### config.mk
export PLATFORM = sky130hd
export DESIGN_NAME = bcd_alu
export DESIGN_NICKNAME = d
export VERILOG_FILES = /design/src/rtl/bcd_alu_pkg.sv /design/src/rtl/bcd_bin_core.sv /design/src/rtl/bcd_dec_add.sv /design/src/rtl/bcd_dec_sub.sv /design/src/rtl/bcd_alu.sv
export SDC_FILE = /design/constraint.sdc
export NUM_CORES = 1
export LEC_CHECK = 0
export BUFFER_PORTS_ARGS = -buffer_cell sky130_fd_sc_hd__clkbuf_2
export CAP_MARGIN = 5
export CORE_ASPECT_RATIO = 2
export CORE_UTILIZATION = 40
export CTS_BUF_LIST = sky130_fd_sc_hd__clkbuf_2 sky130_fd_sc_hd__clkbuf_4 sky130_fd_sc_hd__clkbuf_8
export CTS_CLUSTER_SIZE = 14
export DETAILED_ROUTE_END_ITERATION = 7
export GPL_TIMING_DRIVEN = 0
export PLACE_DENSITY = 0.66
export SETUP_SLACK_MARGIN = 0.5
export SLEW_MARGIN = 20
export SYNTH_ARGS = -nofsm -noshare
export SYNTH_HDL_FRONTEND = slang
export SYNTH_SLANG_ARGS = --single-unit
export TNS_END_PERCENT = 1
### constraint.sdc
create_clock -name clk -period 6.2 [get_ports clk]
set_input_delay 0.93 -clock clk [delete_from_list [all_inputs] [get_ports clk]]
set_output_delay 0.93 -clock clk [all_outputs]
set_load 0.05 [all_outputs]
### src/rtl/bcd_alu_pkg.sv
package bcd_alu_pkg;
    localparam int DW  = 8;            // operand width
    localparam int NW  = DW / 2;       // digit (nibble) width
    localparam int LW  = NW + 1;       // digit sum with carry/borrow bit
    localparam int XW  = DW + 1;       // byte sum with carry/borrow bit

    localparam logic [NW-1:0] DIG_FIX  = NW'(6);
    localparam logic [LW-1:0] DIG_TEN  = LW'(10);
    localparam logic [XW-1:0] HI_LIMIT = XW'(8'hA0);
    localparam logic [DW-1:0] HI_FIX   = DW'(8'h60);

    typedef struct packed {
        logic n;
        logic v;
        logic z;
        logic c;
    } alu_flags_t;

    typedef enum logic [0:0] {
        ST_IDLE = 1'b0,
        ST_OUT  = 1'b1
    } out_state_e;
endpackage

### src/rtl/bcd_bin_core.sv
module bcd_bin_core
    import bcd_alu_pkg::*;
(
    input  logic [DW-1:0] a,
    input  logic [DW-1:0] b,
    input  logic          cin,
    input  logic          sub,
    output logic [DW-1:0] sum,
    output logic          cout,
    output logic          ovf
);
    logic [DW-1:0] b_eff;
    logic [XW-1:0] full;

    always_comb begin
        b_eff = sub ? ~b : b;
        full  = {1'b0, a} + {1'b0, b_eff} + {{DW{1'b0}}, cin};
        sum   = full[DW-1:0];
        cout  = full[DW];
        ovf   = (a[DW-1] == b_eff[DW-1]) && (full[DW-1] != a[DW-1]);
    end
endmodule

### src/rtl/bcd_dec_add.sv
module bcd_dec_add
    import bcd_alu_pkg::*;
(
    input  logic [DW-1:0] a,
    input  logic [DW-1:0] b,
    input  logic          cin,
    output logic [DW-1:0] res,
    output logic          cout,
    output logic          ovf
);
    logic [LW-1:0] lo_raw;
    logic          lo_adj;
    logic [NW-1:0] lo_dig;
    logic [LW-1:0] lo_fix;
    logic [XW-1:0] hi_sum;
    logic          hi_adj;

    always_comb begin
        // low digit with decimal adjust; a carry becomes 0x10 into the high sum
        lo_raw = {1'b0, a[NW-1:0]} + {1'b0, b[NW-1:0]} + {{NW{1'b0}}, cin};
        lo_adj = (lo_raw >= DIG_TEN);
        lo_dig = lo_raw[NW-1:0] + DIG_FIX;
        lo_fix = lo_adj ? {1'b1, lo_dig} : lo_raw;

        // high part: digit-aligned operands plus corrected low part
        hi_sum = {1'b0, a[DW-1:NW], {NW{1'b0}}}
               + {1'b0, b[DW-1:NW], {NW{1'b0}}}
               + {{(XW-LW){1'b0}}, lo_fix};

        // overflow is judged before the high correction
        ovf    = (a[DW-1] == b[DW-1]) && (hi_sum[DW-1] != a[DW-1]);
        hi_adj = (hi_sum >= HI_LIMIT);
        res    = hi_adj ? (hi_sum[DW-1:0] + HI_FIX) : hi_sum[DW-1:0];
        cout   = hi_adj;
    end
endmodule

### src/rtl/bcd_dec_sub.sv
module bcd_dec_sub
    import bcd_alu_pkg::*;
(
    input  logic [DW-1:0] a,
    input  logic [DW-1:0] b,
    input  logic          cin,
    output logic [DW-1:0] res
);
    logic [LW-1:0] lo_raw;
    logic          lo_brw;
    logic [XW-1:0] part;
    logic          hi_brw;
    logic [DW-1:0] fix;

    always_comb begin
        // low digit: borrow keeps only the digit, no 6 taken here
        lo_raw = {1'b0, a[NW-1:0]} - {1'b0, b[NW-1:0]} - {{NW{1'b0}}, ~cin};
        lo_brw = lo_raw[NW];

        // high part: borrow from the low digit costs 0x10
        part   = {1'b0, a[DW-1:NW], lo_raw[NW-1:0]}
               - {1'b0, b[DW-1:NW], {NW{1'b0}}}
               - (lo_brw ? XW'(9'h010) : XW'(0));
        hi_brw = part[DW];

        // 0x60 for a high borrow, then 6 for a low borrow, merged into one constant
        fix    = {1'b0, hi_brw, hi_brw, 1'b0, 1'b0, lo_brw, lo_brw, 1'b0};
        res    = part[DW-1:0] - fix;
    end
endmodule

### src/rtl/bcd_alu.sv
module bcd_alu
    import bcd_alu_pkg::*;
(
    input  logic          clk,
    input  logic          rst_n,
    input  logic          in_valid,
    input  logic          op_sub,
    input  logic          dec_en,
    input  logic          carry_in,
    input  logic [DW-1:0] opnd_a,
    input  logic [DW-1:0] opnd_b,
    output logic          out_valid,
    output logic [DW-1:0] result,
    output logic          flag_n,
    output logic          flag_v,
    output logic          flag_z,
    output logic          flag_c
);
    logic [DW-1:0] bin_sum, dadd_res, dsub_res, sel_res;
    logic          bin_c, bin_v, dadd_c, dadd_v;
    alu_flags_t    nxt_flags, flags_q;
    logic [DW-1:0] result_q;
    out_state_e    state, state_nxt;

    bcd_bin_core u_bin (
        .a    (opnd_a),
        .b    (opnd_b),
        .cin  (carry_in),
        .sub  (op_sub),
        .sum  (bin_sum),
        .cout (bin_c),
        .ovf  (bin_v)
    );

    bcd_dec_add u_dadd (
        .a    (opnd_a),
        .b    (opnd_b),
        .cin  (carry_in),
        .res  (dadd_res),
        .cout (dadd_c),
        .ovf  (dadd_v)
    );

    bcd_dec_sub u_dsub (
        .a    (opnd_a),
        .b    (opnd_b),
        .cin  (carry_in),
        .res  (dsub_res)
    );

    // result and flag selection
    always_comb begin
        sel_res   = bin_sum;
        nxt_flags = '0;
        unique case ({dec_en, op_sub})
            2'b00, 2'b01: begin
                sel_res     = bin_sum;
                nxt_flags.c = bin_c;
                nxt_flags.v = bin_v;
            end
            2'b10: begin
                sel_res     = dadd_res;
                nxt_flags.c = dadd_c;
                nxt_flags.v = dadd_v;
            end
            2'b11: begin
                sel_res     = dsub_res;
                nxt_flags.c = bin_c;
                nxt_flags.v = bin_v;
            end
            default: begin
                sel_res     = bin_sum;
                nxt_flags.c = bin_c;
                nxt_flags.v = bin_v;
            end
        endcase
        nxt_flags.n = sel_res[DW-1];
        nxt_flags.z = (sel_res == '0);
    end

    // next-state logic
    always_comb begin
        state_nxt = state;
        unique case (state)
            ST_IDLE: state_nxt = in_valid ? ST_OUT : ST_IDLE;  // LOAD / DRAIN
            ST_OUT:  state_nxt = in_valid ? ST_OUT : ST_IDLE;  // LOAD / DRAIN
            default: state_nxt = ST_IDLE;
        endcase
    end

    // state register
    always_ff @(posedge clk) begin
        if (!rst_n) state <= ST_IDLE;
        else        state <= state_nxt;
    end

    // output registers
    always_ff @(posedge clk) begin
        if (!rst_n) begin
            result_q <= '0;
            flags_q  <= '0;
        end else if (in_valid) begin
            result_q <= sel_res;
            flags_q  <= nxt_flags;
        end
    end

    assign out_valid = (state == ST_OUT);
    assign result    = result_q;
    assign flag_n    = flags_q.n;
    assign flag_v    = flags_q.v;
    assign flag_z    = flags_q.z;
    assign flag_c    = flags_q.c;
endmodule

==> metrics.cfg <==
[clocking]
cts_tree=done
cts_root_buf=clkbuf_8
clk_pin_slew_worst_paths_ps=50
clk_path_buf_depth=2
clk_latency_ps=240
cts_hold_buf=0
cts.sinks=12
cts_buffers=3
htree_levels=1

[logic_synthesis]
async_reset_ff_frac=0
synth_fp_nets=366
ys.flop_type=dfxtp_1
yosysWarnings=0
synth_seq_area_share=0.102
synth_edf_count=0
yosysUniqueCellTypes=62
synth_top_area_share=0.186
synth.area.top_cells=ha_1, dfxtp_1, fa_1, xor2_1, inv_1
synth_top_area_cell=ha_1
ys_ff_latch=12
postSynthCellCount=300
avgSynthCellArea_um2=7.84
synth.cell_area_mm2=0.00235

[power_and_ir_drop]
peakVddDrop_v=0.000165
power_density_mw_per_mm2=219
p_leak_uw=0.00127

[critical_path]
worst-setup-path-type=input pin to flop
worstPathMaxFanout=7
critPathSlowestCell=fa_2
required_ps=6350
crit_family=adder cells
max_stage_delay_ps=640
cp_num_buf_inv=4
cp_cell_sequence=clkbuf_2, inv_1, fa_1, fa_2, ha_1, a21boi_1, a211oi_2, or2_2, fa_1, ha_1, inv_1, fa_1, ha_1, nor2_1, a311oi_2, buf_4, and3_1, a21oi_2, nand4_1, o32ai_1
startpoint_type=input pin
crit_path_end_kind=flop
crit_arrival_ps=5620

[flow_run]
maxCapViolations=0

[placement]
gp_congestion=0.865
dp_hpwl_mm=5.22
numPortBuffers=33
dp_slack_ps=13.6

[finish]
multiInputGateArea_mm2=0.00198
layout.nets=407
num-fill-cells=596
n_antenna_cell=0
regArea_um2=240
drive_gt1_frac=0.189
areaGrowthSynthToFinish_pct=14.9

[drt]
via_per_inst=5.80
wl_per_cell_um=15.5
via_count=2319
drcViolationCount=0
first_pass_iters=4
wirelength_mm=6.20
initialDrtViolationCount=36
ant_nets=0

[timing]
finalMaxSlewViolations=0
finalHoldViolCount=0
max_freq_mhz=183
max-slew-margin-rel=0.482
fin_setup_tns_ps=0
postLayoutSetupSlackWorst_ps=726
grt_setup_unrepaired=yes
finalCriticalPeriod_ps=5470
period_share=0.883
finalSetupViolCount=0
finClkSkew_ps=0
tightest_slew_ps=777

[floorplanning]
die_area_mm2=0.00621
pin_count=35
initial_core_util=0.412
die_h_um=110
core.rowCount=39
die_w_um=56.2
coreArea_mm2=0.00571

[global_route]
grt_antenna_before_repair=0
grt_util_all_layers=0.201
grt_pass1_vias=2230
grt_remaining_overflow=0
grt_first_pass_wirelength_mm=9.97
grt_max_degree=11

[hold_path]
hp-class=flop to flop

[run_status]
status=complete, no violations

worst min-delay path, cell delays in order (launching register included):
cell and delay, ps:
dfxtp_1 310, nand2_1 60, a21oi_1 50
final timing paths:
check | startpoint | endpoint | slack, ps | cells past startpoint
worst max-delay path | carry_in | flag_z | 730 | 20
worst min-delay path | flag_c | flag_c | 470 | 2
worst max register to register | result[2] | result[2] | 5480 | 3
worst min register to register | flag_c | flag_c | 470 | 2
cell type report:
class / instances / share of cell area
flip-flops and latches: 12 / 0.0889
multi-input cells: 244 / 0.732
inverters: 34 / 0.0472
repair buffers: 36 / 0.0694
plain buffers: 10 / 0.0185
well taps: 61 / 0.0282
clock buffers: 3 / 0.0153
Yosys cell counts (all sizes together) (3+ instances only):
| library cell | count |
|---|---|
| or3 | 4 |
| xor2 | 16 |
| ha | 35 |
| clkbuf | 6 |
| inv | 34 |
| and3 | 3 |
| nand3 | 8 |
| mux2i | 3 |
| a21oi | 14 |
| or2 | 5 |
| a21o | 5 |
| buf | 4 |
| a211oi | 7 |
| fa | 9 |
| nor2 | 29 |
| and2 | 3 |
| nand2b | 7 |
| nand2 | 16 |
| dfxtp | 12 |
| nor2b | 5 |
| o21ai | 13 |
| nor3 | 6 |
| nand4 | 4 |
| xnor2 | 14 |
cells in the final DEF (no fill, tap or decap), types with 12 or more instances in the layout:
cell	instances
ha_1	35
inv_1	33
clkbuf_2	33
nor2_1	28
xor2_1	16
nand2_1	16
xnor2_1	12
o21ai_0	12
a21oi_1	12
dfxtp_1	12
sequential cells by signal, indices dropped and copies added, names as in the netlist:
signal,count
flag_v,1
flag_c,1
result,7
flag_n,1
out_valid,1
flag_z,1
through the flow:
step / utilization / total power, uW / hold WS [ps] / area [um^2] / std cells
2_1_floorplan: - / 402 / 683 / 2350 / 300
3_3_place_gp: 0.454 / 492 / 459 / 2590 / 394
3_5_place_dp: 0.454 / 499 / 462 / 2590 / 394
4_1_cts: 0.464 / 576 / 471 / 2650 / 398
5_1_grt: 0.473 / 638 / 511 / 2700 / 400
6_report: 0.473 / 593 / 471 / 2700 / 400
metal layers:
metal,track usage,part of all wire,vias up
met3,0.00820,0.015,21
met4,0.104,0.053,0
li1,-,-,1139
met5,0,0,-
met1,0.184,0.36,1111
met2,0.414,0.58,48
where the power goes:
part | total [uW] | leakage (uW) | internal, uW | switching (uW)
clock | 69.5 | 0.0000216 | 42.7 | 26.9
sequential | 90.0 | 0.0000994 | 85.4 | 4.63
combinational | 433 | 0.00115 | 176 | 257
total | 593 | 0.00127 | 304 | 288
timing repair:
action / in CTS / in global routing
pin swaps: 1 / 2
buffers inserted: 1 / 2
gates resized for setup: 1 / 8
setup endpoints to repair: 2 / 3
cell families (layout without fill, tap and decap cells):
family	count (synthesis)	after routing	share of synthesized area
AND/OR/NAND/NOR	99	99	0.222
flip-flops	12	12	0.102
adder cells (fa/ha/maj)	44	44	0.263
buffers and inverters	44	83	0.0755
multiplexers	3	3	0.0128
AO/OA/AOI/OAI	68	68	0.213
XOR/XNOR	30	30	0.112
(Power assumes the default switching activity.)
